### src/rtl/qbport_pkg.sv
package qbport_pkg;
  typedef enum logic [1:0] {
    QB_NOP  = 2'b00,
    QB_LOAD = 2'b01,
    QB_ANDM = 2'b10,
    QB_ORM  = 2'b11
  } qb_op_e;
endpackage

### src/rtl/qb_pin_sync.sv
module qb_pin_sync #(
  parameter int WIDTH  = 8,
  parameter int STAGES = 2
) (
  input  logic             clk,
  input  logic             rst,
  input  logic [WIDTH-1:0] d,
  output logic [WIDTH-1:0] q
);
  logic [WIDTH-1:0] st [STAGES];

  always_ff @(posedge clk) begin
    if (rst) st[0] <= '1;
    else     st[0] <= d;
  end

  for (genvar k = 1; k < STAGES; k++) begin : g_stage
    always_ff @(posedge clk) begin
      if (rst) st[k] <= '1;
      else     st[k] <= st[k-1];
    end
  end

  assign q = st[STAGES-1];
endmodule

### src/rtl/qb_bit_cell.sv
module qb_bit_cell
  import qbport_pkg::*;
#(
  parameter int PULSE_CYCLES = 25,
  localparam int CW = $clog2(PULSE_CYCLES + 1)
) (
  input  logic   clk,
  input  logic   rst,
  input  qb_op_e op,
  input  logic   mask,
  output logic   lat,
  output logic   hi
);
  logic          lat_q, hi_q, nl, fire;
  logic [CW-1:0] cnt_q;

  always_comb begin
    unique case (op)
      QB_LOAD: nl = mask;
      QB_ANDM: nl = lat_q & mask;
      QB_ORM:  nl = lat_q | mask;
      default: nl = lat_q;
    endcase
    fire = nl && (!lat_q || ((op == QB_LOAD || op == QB_ORM) && mask));
  end

  always_ff @(posedge clk) begin
    if (rst) begin
      lat_q <= 1'b1;
      cnt_q <= '0;
      hi_q  <= 1'b0;
    end else begin
      lat_q <= nl;
      if (!nl) begin
        cnt_q <= '0;
        hi_q  <= 1'b0;
      end else if (fire) begin
        cnt_q <= CW'(PULSE_CYCLES);
        hi_q  <= 1'b1;
      end else if (cnt_q != '0) begin
        cnt_q <= cnt_q - 1'b1;
        hi_q  <= (cnt_q > CW'(1));
      end else begin
        hi_q  <= 1'b0;
      end
    end
  end

  assign lat = lat_q;
  assign hi  = hi_q;

  // strong pullup never on while latch commands the pulldown
  assert_no_fight_R5: assert property (@(posedge clk) disable iff (rst)
    !(hi_q && !lat_q));
  // pulse ends only after its count is used up or the latch is cleared
  assert_pulse_end_R3: assert property (@(posedge clk) disable iff (rst)
    $fell(hi_q) |-> (!lat_q || $past(cnt_q) == CW'(1)));
  // an AND on a set latch never restarts the pulse
  assert_and_nofire_R6: assert property (@(posedge clk) disable iff (rst)
    (op == QB_ANDM && lat_q && !hi_q) |=> !hi_q);
endmodule

### src/rtl/qb_port.sv
module qb_port
  import qbport_pkg::*;
#(
  parameter int WIDTH        = 8,
  parameter int PULSE_CYCLES = 25,
  parameter int SYNC_STAGES  = 2
) (
  input  logic             clk,
  input  logic             rst,
  input  logic [1:0]       op_code,
  input  logic [WIDTH-1:0] op_mask,
  input  logic [WIDTH-1:0] pin_in,
  output logic [WIDTH-1:0] rd_data,
  output logic [WIDTH-1:0] drv_low,
  output logic [WIDTH-1:0] drv_high,
  output logic [WIDTH-1:0] drv_weak
);
  qb_op_e op;
  assign op = qb_op_e'(op_code);

  for (genvar i = 0; i < WIDTH; i++) begin : g_bit
    qb_bit_cell #(.PULSE_CYCLES(PULSE_CYCLES)) u_cell (
      .clk  (clk),
      .rst  (rst),
      .op   (op),
      .mask (op_mask[i]),
      .lat  (drv_weak[i]),
      .hi   (drv_high[i])
    );
  end

  assign drv_low = ~drv_weak;

  qb_pin_sync #(.WIDTH(WIDTH), .STAGES(SYNC_STAGES)) u_sync (
    .clk (clk),
    .rst (rst),
    .d   (pin_in),
    .q   (rd_data)
  );

  // load places the mask in the latch
  assert_load_R2: assert property (@(posedge clk) disable iff (rst)
    (op == QB_LOAD) |=> (drv_weak == $past(op_mask) && drv_high == $past(op_mask)));
  // and clears masked-out bits only
  assert_and_R6: assert property (@(posedge clk) disable iff (rst)
    (op == QB_ANDM) |=> (drv_weak == ($past(drv_weak) & $past(op_mask))));
  // or sets masked bits and fires their pulse
  assert_or_R7: assert property (@(posedge clk) disable iff (rst)
    (op == QB_ORM) |=> (drv_weak == ($past(drv_weak) | $past(op_mask))
                        && (drv_high & $past(op_mask)) == $past(op_mask)));
  // idle keeps the latch
  assert_idle_R9: assert property (@(posedge clk) disable iff (rst)
    (op == QB_NOP) |=> $stable(drv_weak));
  // never both strong devices on
  assert_excl_R5: assert property (@(posedge clk) disable iff (rst)
    (drv_low & drv_high) == '0);
endmodule

### config.mk
export PLATFORM = sky130hd
export DESIGN_NAME = qb_port
export DESIGN_NICKNAME = d
export VERILOG_FILES = /design/src/rtl/qbport_pkg.sv /design/src/rtl/qb_pin_sync.sv /design/src/rtl/qb_bit_cell.sv /design/src/rtl/qb_port.sv
export SDC_FILE = /design/constraint.sdc
export NUM_CORES = 1
export LEC_CHECK = 0
export BUFFER_PORTS_ARGS = -buffer_cell sky130_fd_sc_hd__buf_2
export CORE_MARGIN = 3
export CORE_UTILIZATION = 60
export DETAILED_ROUTE_END_ITERATION = 8
export GPL_ROUTABILITY_DRIVEN = 0
export PLACE_DENSITY = 0.86
export SLEW_MARGIN = 0
export SYNTH_ARGS = -nofsm -noshare
export SYNTH_HDL_FRONTEND = slang
export SYNTH_SLANG_ARGS = --single-unit
### constraint.sdc
create_clock -name clk -period 4.9 [get_ports clk]
set_input_delay 0.49 -clock clk [delete_from_list [all_inputs] [get_ports clk]]
set_output_delay 0.49 -clock clk [all_outputs]
set_load 0.02 [all_outputs]
[Yosys cells after proc, flatten, opt, wreduce, memory -nomap -nowiden]
Memory sizes are Yosys's and may differ from the RTL's.
Index checks and enable logic that the tools add are counted.
Word-level totals
  input bits: 20
  output and inout bits: 32
  bits in registers: 56
  word-level logic and storage cells: 189
  memory bits (writable): 16
  memories kept: 1
Operators by class
  bitwise gates (word level): 27
  equality and inequality tests: 3
  reduce and logical (&&, ||, !) cells: 65
  add/subtract/negate cells: 8
  order comparisons: 8
  multiplexer cells: 45
Memories
  u_sync.st: depth 2, width 8, rd ports 2, clocked after memory_dff 0, write ports 2, line qb_pin_sync.sv:10  | logic [WIDTH-1:0] st [STAGES];
Operator list (count)
  $mux W5: 16
  $gt A5 B1 Y1 const B: 8
  $reduce_bool A5 Y1: 8
  $sub A5 B1 Y5 const B: 8
  $pmux W1 S3: 8
  $reduce_or A3 Y1: 8
  $mux W1: 19
  $logic_and A1 B1 Y1: 16
  $mux W8: 2
  $reduce_bool A2 Y1: 8
  $reduce_or A2 Y1: 8
  $or A1 B1 Y1: 10
  $logic_or A1 B1 Y1: 9
  $and A1 B1 Y1: 8
  $logic_not A1 Y1: 8
  $not A1 Y1: 8
  $not A8 Y8: 1
  $eq A2 B2 Y1 const B: 2
  $eq A2 B1 Y1 const B: 1

[Depth between registers and ports, before layout]
Gate-level depths: netlist of the first run.
  depth after elaboration: 6
  gate-level depth with buffers: 5
  gate-level depth less buffers: 5

[Cells and area by module]
A second synthesis of the first run with hierarchy kept.
Second synthesis, totals
  cells, all modules: 378
  area total of the unflattened synthesis: 3488.3 um2
Modules (own cells, without submodules)
  qb_bit_cell (g_bit[0].u_cell ...): area each 376.6 um2, sequential area each 140.1 um2, cells an instance 42, instances 7
  qb_pin_sync: area each 431.7 um2, sequential area each 320.3 um2, cells an instance 33, instances 1
  qb_bit_cell (g_bit[7].u_cell): area each 390.4 um2, sequential area each 140.1 um2, cells an instance 43, instances 1
  qb_port: area each 30.0 um2, sequential area each 0.0 um2, cells an instance 8, instances 1

[Least setup slack after synthesis of the first run]
Ideal clock, no wire load.
  kind: register -> register
  from: register g_bit[2].u_cell.cnt_q[0]
  to: register g_bit[2].u_cell.cnt_q[1]
  library setup time: 103 ps
  slack: 3366 ps
  cell stages (with the launch flop): 5
  arrival time: 1431 ps
  cells stage by stage: dfxtp_1 inv_1 ha_1 or4b_4 a2111oi_2
Between the ends
  cells in the longest elaborated chain, start to end: 1
RTL lines
  start: declaration: line qb_bit_cell.sv:15  | logic [CW-1:0] cnt_q;
  start signal: assignment: line qb_bit_cell.sv:38  | cnt_q <= CW'(PULSE_CYCLES);
  start signal: assignment: line qb_bit_cell.sv:41  | cnt_q <= cnt_q - 1'b1;
  $sub A5 B1 Y5 / $reduce_bool A5 Y1 (equally long branches): line qb_bit_cell.sv:41, qb_bit_cell.sv:40
Several ways; a longest one is shown, not always the timed one.
A chain may end at the register's enable or synchronous reset.

[Final worst setup path of the first run]
  from: input port op_code[0]
  to: register g_bit[1].u_cell.cnt_q[3]
Between the ends
  cells in the longest elaborated chain, start to end: 6
RTL lines
  start: declaration: line qb_port.sv:10  | input logic [1:0] op_code,
  $eq A2 B1 Y1 / $eq A2 B2 Y1 (equally long branches): line qb_bit_cell.sv:18, qb_bit_cell.sv:24
  $logic_or A1 B1 Y1: line qb_bit_cell.sv:24  | fire = nl && (!lat_q || ((op == QB_LOAD || op == QB_ORM) && mask));
  $logic_and A1 B1 Y1: line qb_bit_cell.sv:24
  $logic_or A1 B1 Y1: line qb_bit_cell.sv:24
  $logic_and A1 B1 Y1: line qb_bit_cell.sv:24
  $mux W5 / $reduce_bool A2 Y1 (equally long branches)
  end signal: assignment: line qb_bit_cell.sv:38
  end signal: assignment: line qb_bit_cell.sv:41
  end: declaration: line qb_bit_cell.sv:15
Several ways; a longest one is shown, not always the timed one.

==> qor.csv, run 1 <==
metric,value,unit
Die Y,83.3,µm
core area,5640,µm²
number of CTS-inserted buffers,9,
worst hold start,pin_in[7],
row count,27,
Buffers on Ports,51,
Sw Share,34.9,%
clk buf depth,2,
die area,6940,µm²
Clock power frac,25.3,%
CP Class,input port to flip-flop,
power share of the combinational group,35.2,%
reg-to-reg setup timing slack,3220,ps
critical path endpoint category,flip-flop,
DRC viols,0,
"commonest non-fill, non-tap cell in the layout",dfxtp_1,
"CTS clk-pin slew, worst paths",70,ps
nets,461,
crit-path cells,buf_2 -> nor2b_1 -> a32oi_1 -> a31oi_1,
WL/cell,14.3,µm
Leak,1.73,nW
total power,0.00203,W
WHS Path Cells,2,
Crit. Startpoint,op_code[0],
count of final hold-check violations,0,
Peak VDD IR,0.314,mV
Ant. Diodes,0,
Fmax,531,MHz
All-Layer GR Usage,20.6,%
Post-Syn Area per Cell,9.34,µm²
switching pwr,0.000709,W
mux contribution to synthesized area,2.06,%
simple-gate share of the synthesized area,17.6,%
WL final,7080,µm
initial antenna violation count,0,
RR Endpoint,g_bit[3].u_cell.cnt_q[1],
Vias/cell,5.81,
H-tree depth,3,
P&R area growth vs syn,11.2,%
Synth Cell Area,3590,µm²
vias in the first global route,2646,
CP required,5160,ps
Setup crit start kind,input port,
Mapped Cells,384,
postcts setup bufs,0,
global-route wire length before repair,11800,µm
CTS tree,built,
final setup TNS,0,ps
layout cells sized above 1,24.5,%
post-synthesis net count,424,
adder-cell share of the synthesized area,6.98,%
compound-gate portion of the synthesized area,20.7,%
clk_skew,8.21,ps
PostCTS Resize Cnt,0,
CTS Sinks,72,
max incr delay on CP,660,ps
Crit Path Max Fanout,33,
R2R cell count,4,
PwrDens,510,nW/µm²
worst r2r src,g_bit[3].u_cell.cnt_q[1],
Final setup viols,0,
largest net degree at the start of global routing,34,
Slew HR,52.4,%
io pins,52,
family with the most delay on the worst path,simple AND/OR/NAND/NOR gates,
most frequent cells in the layout,"dfxtp_1, buf_2, inv_1",
CP max-delay cell,nor2b_1,
RSZ-0062 raised after global routing,false,
Die X,83.3,µm
final slew viol count,0,
largest family of logic cells by synthesized area,compound AO/OA/AOI/OAI gates,
drt first pass iters,5,
CTS Hold Bufs,0,
Seq pwr share,39.5,%
vias post-DR,2887,
Worst Hold Path EP,u_sync.st[0][7],
clock latency on the worst-skew pair,350,ps
Starting Density,63.6,%
Internal,0.00133,W
Slew @ Worst Pin,713,ps
ANT nets after route,0,
Crit path buffers/inverters,1,
initial drt markers,133,
HP Class,input port to flip-flop,
post-synthesis cell type count,33,
clock root cell,clkbuf_8,
YS warnings,0,
Synth Register Bits,72,
Final min period,1880,ps
Post-Synth XOR/XNOR Area,4.88,%
max_cap viols,0,
crit path DAT,2140,ps
GR Overflow Total,0,
post-DP HPWL,5030,µm
final critical-path share of the clock period,38.4,%
status,"finished, final reports clean",
post-synthesis sequential area ratio,40.2,%
-- layer usage --
layer / wire length [µm] / share of wire [%] / track usage, %
met4: 90 / 1.3 / 8.02
met1: 3160 / 45 / 24.1
met2: 3480 / 49 / 36.0
met3: 355 / 5.0 / 5.16
met5: 0 / 0 / 0
-- cell families after synthesis --
group | count (synthesis)
AO/OA/AOI/OAI | 98
buffers and inverters | 55
flip-flops | 72
multiplexers | 7
AND/OR/NAND/NOR | 112
XOR/XNOR | 20
adder cells (fa/ha/maj) | 20
-- final cells by class --
type	count	area (µm²)
flip-flops and latches	72	1440
clock buffers	10	138
clock inverters	5	81.3
inverters	30	113
repair buffers	51	255
multi-input cells	257	1870
well taps	72	90.1
fillers	430	1650
-- stage by stage --
stage	hold WS, ps	setup slack (ps)	cells	cell area, µm²	util (%)
6_report	324	3020	497	3990	70.7
2_1_floorplan	389	3370	384	3590	-
3_5_place_dp	392	2690	482	3770	66.8
5_1_grt	311	2920	497	3990	70.7
3_3_place_gp	391	2820	482	3770	66.8
4_1_cts	308	3050	497	3990	70.7
-- power groups by stage --
stage	clock network (W)	logic [W]	registers, W
final	0.000514	0.000716	0.000804
after global routing	0.000546	0.000798	0.000821
after CTS	0.000519	0.000721	0.000801
after detailed placement	0	0.000713	0.000813
after global placement	0	0.000684	0.000810
after floorplan	0	0.000609	0.000790
-- state kept, by name (all words and copies together) (netlist names) --
signal / flops
g_bit.u_cell.cnt_q: 40
u_sync.st: 16
g_bit.u_cell.hi: 8
g_bit.u_cell.lat: 8
-- cells in the mapped netlist --
cell type	instances	area, µm²
inv_1	30	113
buf_1	1	3.75
or3_1	4	25.0
o21bai_1	8	60.1
nor2_1	24	90.1
dfxtp_1	72	1440
nor4_1	5	31.3
a2111oi_2	8	120
a21oi_1	16	80.1
ha_1	20	250
xor2_1	4	35.0
a21bo_2	3	30.0
o31ai_1	9	67.6
a211oi_1	1	7.51
buf_4	17	128
a221o_1	8	80.1
clkbuf_1	4	15.0
nand2_1	21	78.8
buf_2	3	15.0
a32oi_1	8	70.1
a21o_1	8	60.1
nand3_1	3	15.0
a31oi_1	16	100
nor2b_1	1	6.26
nor3b_1	4	30.0
or4b_4	8	110
or2_2	16	100
xnor2_1	16	140
nor3_1	15	75.1
mux2i_1	4	40.0
o21ai_0	13	65.1
nand2b_1	11	68.8
mux2_2	3	33.8
-- worst max path at each step --
| stage | depth (start not counted) | to | slack, ps |
|---|---|---|---|
| 5_1_grt | 4 | g_bit[1].u_cell.cnt_q[3] | 2920 |
| 3_3_place_gp | 4 | g_bit[7].u_cell.hi | 2820 |
| 2_1_floorplan | 4 | g_bit[2].u_cell.cnt_q[1] | 3370 |
| 6_report | 4 | g_bit[1].u_cell.cnt_q[3] | 3020 |
| 4_1_cts | 4 | g_bit[5].u_cell.cnt_q[3] | 3050 |
| 3_5_place_dp | 4 | g_bit[1].u_cell.cnt_q[3] | 2690 |
Power figures use the tool's default switching activity.
==> run 2, diff against run 1 <==
--- a/config.mk
+++ b/config.mk
@@ -7,10 +7,10 @@
 export LEC_CHECK = 0
 export BUFFER_PORTS_ARGS = -buffer_cell sky130_fd_sc_hd__buf_2
 export CORE_MARGIN = 3
-export CORE_UTILIZATION = 60
+export CORE_UTILIZATION = 51
 export DETAILED_ROUTE_END_ITERATION = 8
 export GPL_ROUTABILITY_DRIVEN = 0
-export PLACE_DENSITY = 0.86
+export PLACE_DENSITY = 0.78
 export SLEW_MARGIN = 0
 export SYNTH_ARGS = -nofsm -noshare
 export SYNTH_HDL_FRONTEND = slang
==> constraint.sdc (replaced) <==
create_clock -name clk -period 1.65 [get_ports clk]
set_input_delay 0.165 -clock clk [delete_from_list [all_inputs] [get_ports clk]]
set_output_delay 0.165 -clock clk [all_outputs]
set_load 0.02 [all_outputs]
==> run 2 against run 1 <==
  * Flip-flop and latch count is the same
  * Clock power grew to 3.0 times the previous value
  * Critical path depth is the same
  * Total power grew to 3.1 times the previous value
  * First-iteration DRC count grew 20%
  * Critical path type is now flip-flop to flip-flop
  * Non-clock buffer count grew 21
  * Register-to-register slack lost 3100 ps
  * Hold slack lost 180 ps
  * Sequential power grew to 2.9 times the previous value
  * Utilization shrank 5.5 points
  * Cell count grew 8.7%
==> qor.csv, run 2 (synthesis gave the netlist of run 1 again) <==
metric,value,unit,change
status,"finished, final reports clean",,unchanged
HP Class,input port to flip-flop,,unchanged
vias in the first global route,2818,,"was 2,646"
max incr delay on CP,500,ps,was 660 ps
count of final hold-check violations,0,,unchanged
Crit path buffers/inverters,1,,unchanged
Fmax,633,MHz,
reg-to-reg setup timing slack,70,ps,was 3220 ps
WL/cell,14.0,µm,was 14.3 µm
layout cells sized above 1,29.1,%,was 24.5%
max FFs per register,40,,unchanged
global-route wire length before repair,12500,µm,"was 11,800 µm"
Starting Density,54.6,%,was 63.6%
DRC viols,0,,unchanged
design area,4280,µm²,was 3990 µm²
PwrDens,1500,nW/µm²,was 510 nW/µm²
final slew viol count,0,,unchanged
Final min period,1580,ps,
final critical-path share of the clock period,95.7,%,
largest net degree at the start of global routing,26,,was 34
core area,6570,µm²,was 5640 µm²
clk_skew,11.7,ps,was 8.21 ps
"commonest non-fill, non-tap cell in the layout",dfxtp_1,,unchanged
initial antenna violation count,1,,was 0
Slew @ Worst Pin,719,ps,was 713 ps
GR Overflow Total,0,,unchanged
clock latency on the worst-skew pair,340,ps,was 350 ps
PnR worst setup slack,70.8,ps,was 3020 ps
post-place setup slack,-13.3,ps,was 2690 ps
initial drt markers,159,,was 133
nets,482,,was 461
Crit. Startpoint,g_bit[0].u_cell.cnt_q[1],,was op_code[0]
worst hold start,rst,,was pin_in[7]
CP required,1870,ps,was 5160 ps
largest register by flop count,g_bit.u_cell.cnt_q,,unchanged
family with the most delay on the worst path,simple AND/OR/NAND/NOR gates,,unchanged
drt first pass iters,4,,was 5
Leak,1.83,nW,was 1.73 nW
Die Y,89.9,µm,was 83.3 µm
fillers,532,,was 430
crit-path cells,inv_2 -> ha_2 -> or4b_4 -> a2111oi_2,,was buf_2 -> nor2b_1 -> a32oi_1 -> a31oi_1
Peak VDD IR,0.768,mV,was 0.314 mV
Top Registers,"g_bit.u_cell.cnt_q: 40 flops, u_sync.st: 16 flops",,unchanged
CTS Sinks,72,,unchanged
post-DP HPWL,5320,µm,was 5030 µm
max_cap viols,0,,unchanged
H-tree depth,3,,unchanged
CP Class,flip-flop to flip-flop,,was input port to flip-flop
clock root cell,clkbuf_8,,unchanged
"Core Util, Final",65.2,%,was 70.7%
clk buf depth,2,,unchanged
total power,0.00641,W,was 0.00203 W
io pins,52,,unchanged
final setup TNS,0,ps,unchanged
Vias/cell,5.54,,was 5.81
All-Layer GR Usage,18.5,%,was 20.6%
worst r2r src,g_bit[0].u_cell.cnt_q[1],,was g_bit[3].u_cell.cnt_q[1]
"CTS clk-pin slew, worst paths",80,ps,was 70 ps
ANT nets after route,0,,unchanged
Die X,89.9,µm,was 83.3 µm
postcts setup bufs,0,,unchanged
vias post-DR,2993,,"was 2,887"
Setup crit start kind,flip-flop,,was input port
RSZ-0062 raised after global routing,false,,unchanged
"Cell Area, Placed",3890,µm²,was 3770 µm²
Crit Path Max Fanout,5,,was 33
number of CTS-inserted buffers,9,,unchanged
P&R area growth vs syn,19.4,%,was 11.2%
WL final,7560,µm,was 7080 µm
die area,8070,µm²,was 6940 µm²
row count,29,,was 27
crit path DAT,1800,ps,was 2140 ps
critical path endpoint category,flip-flop,,unchanged
Slew HR,52.0,%,was 52.4%
most frequent cells in the layout,"dfxtp_1, buf_2, inv_1",,unchanged
Buffers on Ports,51,,unchanged
CTS tree,built,,unchanged
Final setup viols,0,,unchanged
CP max-delay cell,or4b_4,,was nor2b_1
[run 2: changes by cell type in the layout (fill, tap and decap cells not counted), moves of 2 or more]
cell | previous run | this run
dfxtp_1 | 72 | 67
inv_2 | 0 | 4
dfxtp_2 | 0 | 5
dlygate4sd3_1 | 0 | 8
inv_1 | 30 | 26
ha_4 | 0 | 2
ha_2 | 0 | 2
a2111oi_4 | 0 | 4
buf_4 | 0 | 13
a2111oi_2 | 8 | 4
ha_1 | 20 | 16
[run 2: per-layer routing]
| metal | part of all wire [%] | GRT usage [%] | up-vias |
|---|---|---|---|
| li1 | - | - | 1473 |
| met5 | 0 | 0 | - |
| met2 | 52 | 33.8 | 77 |
| met4 | 2.7 | 9.82 | 0 |
| met3 | 3.8 | 3.59 | 16 |
| met1 | 41 | 20.3 | 1427 |
[run 2: power breakdown]
group | internal, W | switching, W
clock network | 0.000884 | 0.000656
logic | 0.00122 | 0.00130
registers | 0.00205 | 0.000300
[run 2: final timing paths]
kind                                    to  depth (start not counted)
setup / recovery  g_bit[0].u_cell.cnt_q[1]                          4
hold / removal         g_bit[6].u_cell.lat                          2
setup reg to reg  g_bit[0].u_cell.cnt_q[1]                          4
hold reg to reg            u_sync.st[1][7]                          1
[run 2: layout make-up]
class                      count  area (µm²)  area share [%]
timing repair buffer          72         433            10.1
multi-input combinational    257        1950            45.6
tap                           93         116            2.72
sequential                    72        1450            33.8
clock inverter                 5        81.3            1.90
clock buffer                  10         138            3.21
inverter                      30         113            2.63
antenna                        1        2.50          0.0584
[run 2: worst reg2reg max path, stage by stage, from the launching register on]
cell       delay, ps
dfxtp_2          340
inv_2             70
ha_2             200
or4b_4           500
a2111oi_2        360
[run 2: repair_timing]
action / 4_1_cts / 5_1_grt
endpoints found under the setup margin: 2 / 8
resized for setup: 4 / 15
hold endpoints to repair: 8 / 0
hold buffers: 8 / 0
[run 2: per-stage QoR]
stage               instances  hold slack (ps)
finish                    540              147
global route              540              144
CTS                       539              127
detailed placement        516              351
global placement          516              348
floorplan                 384              269
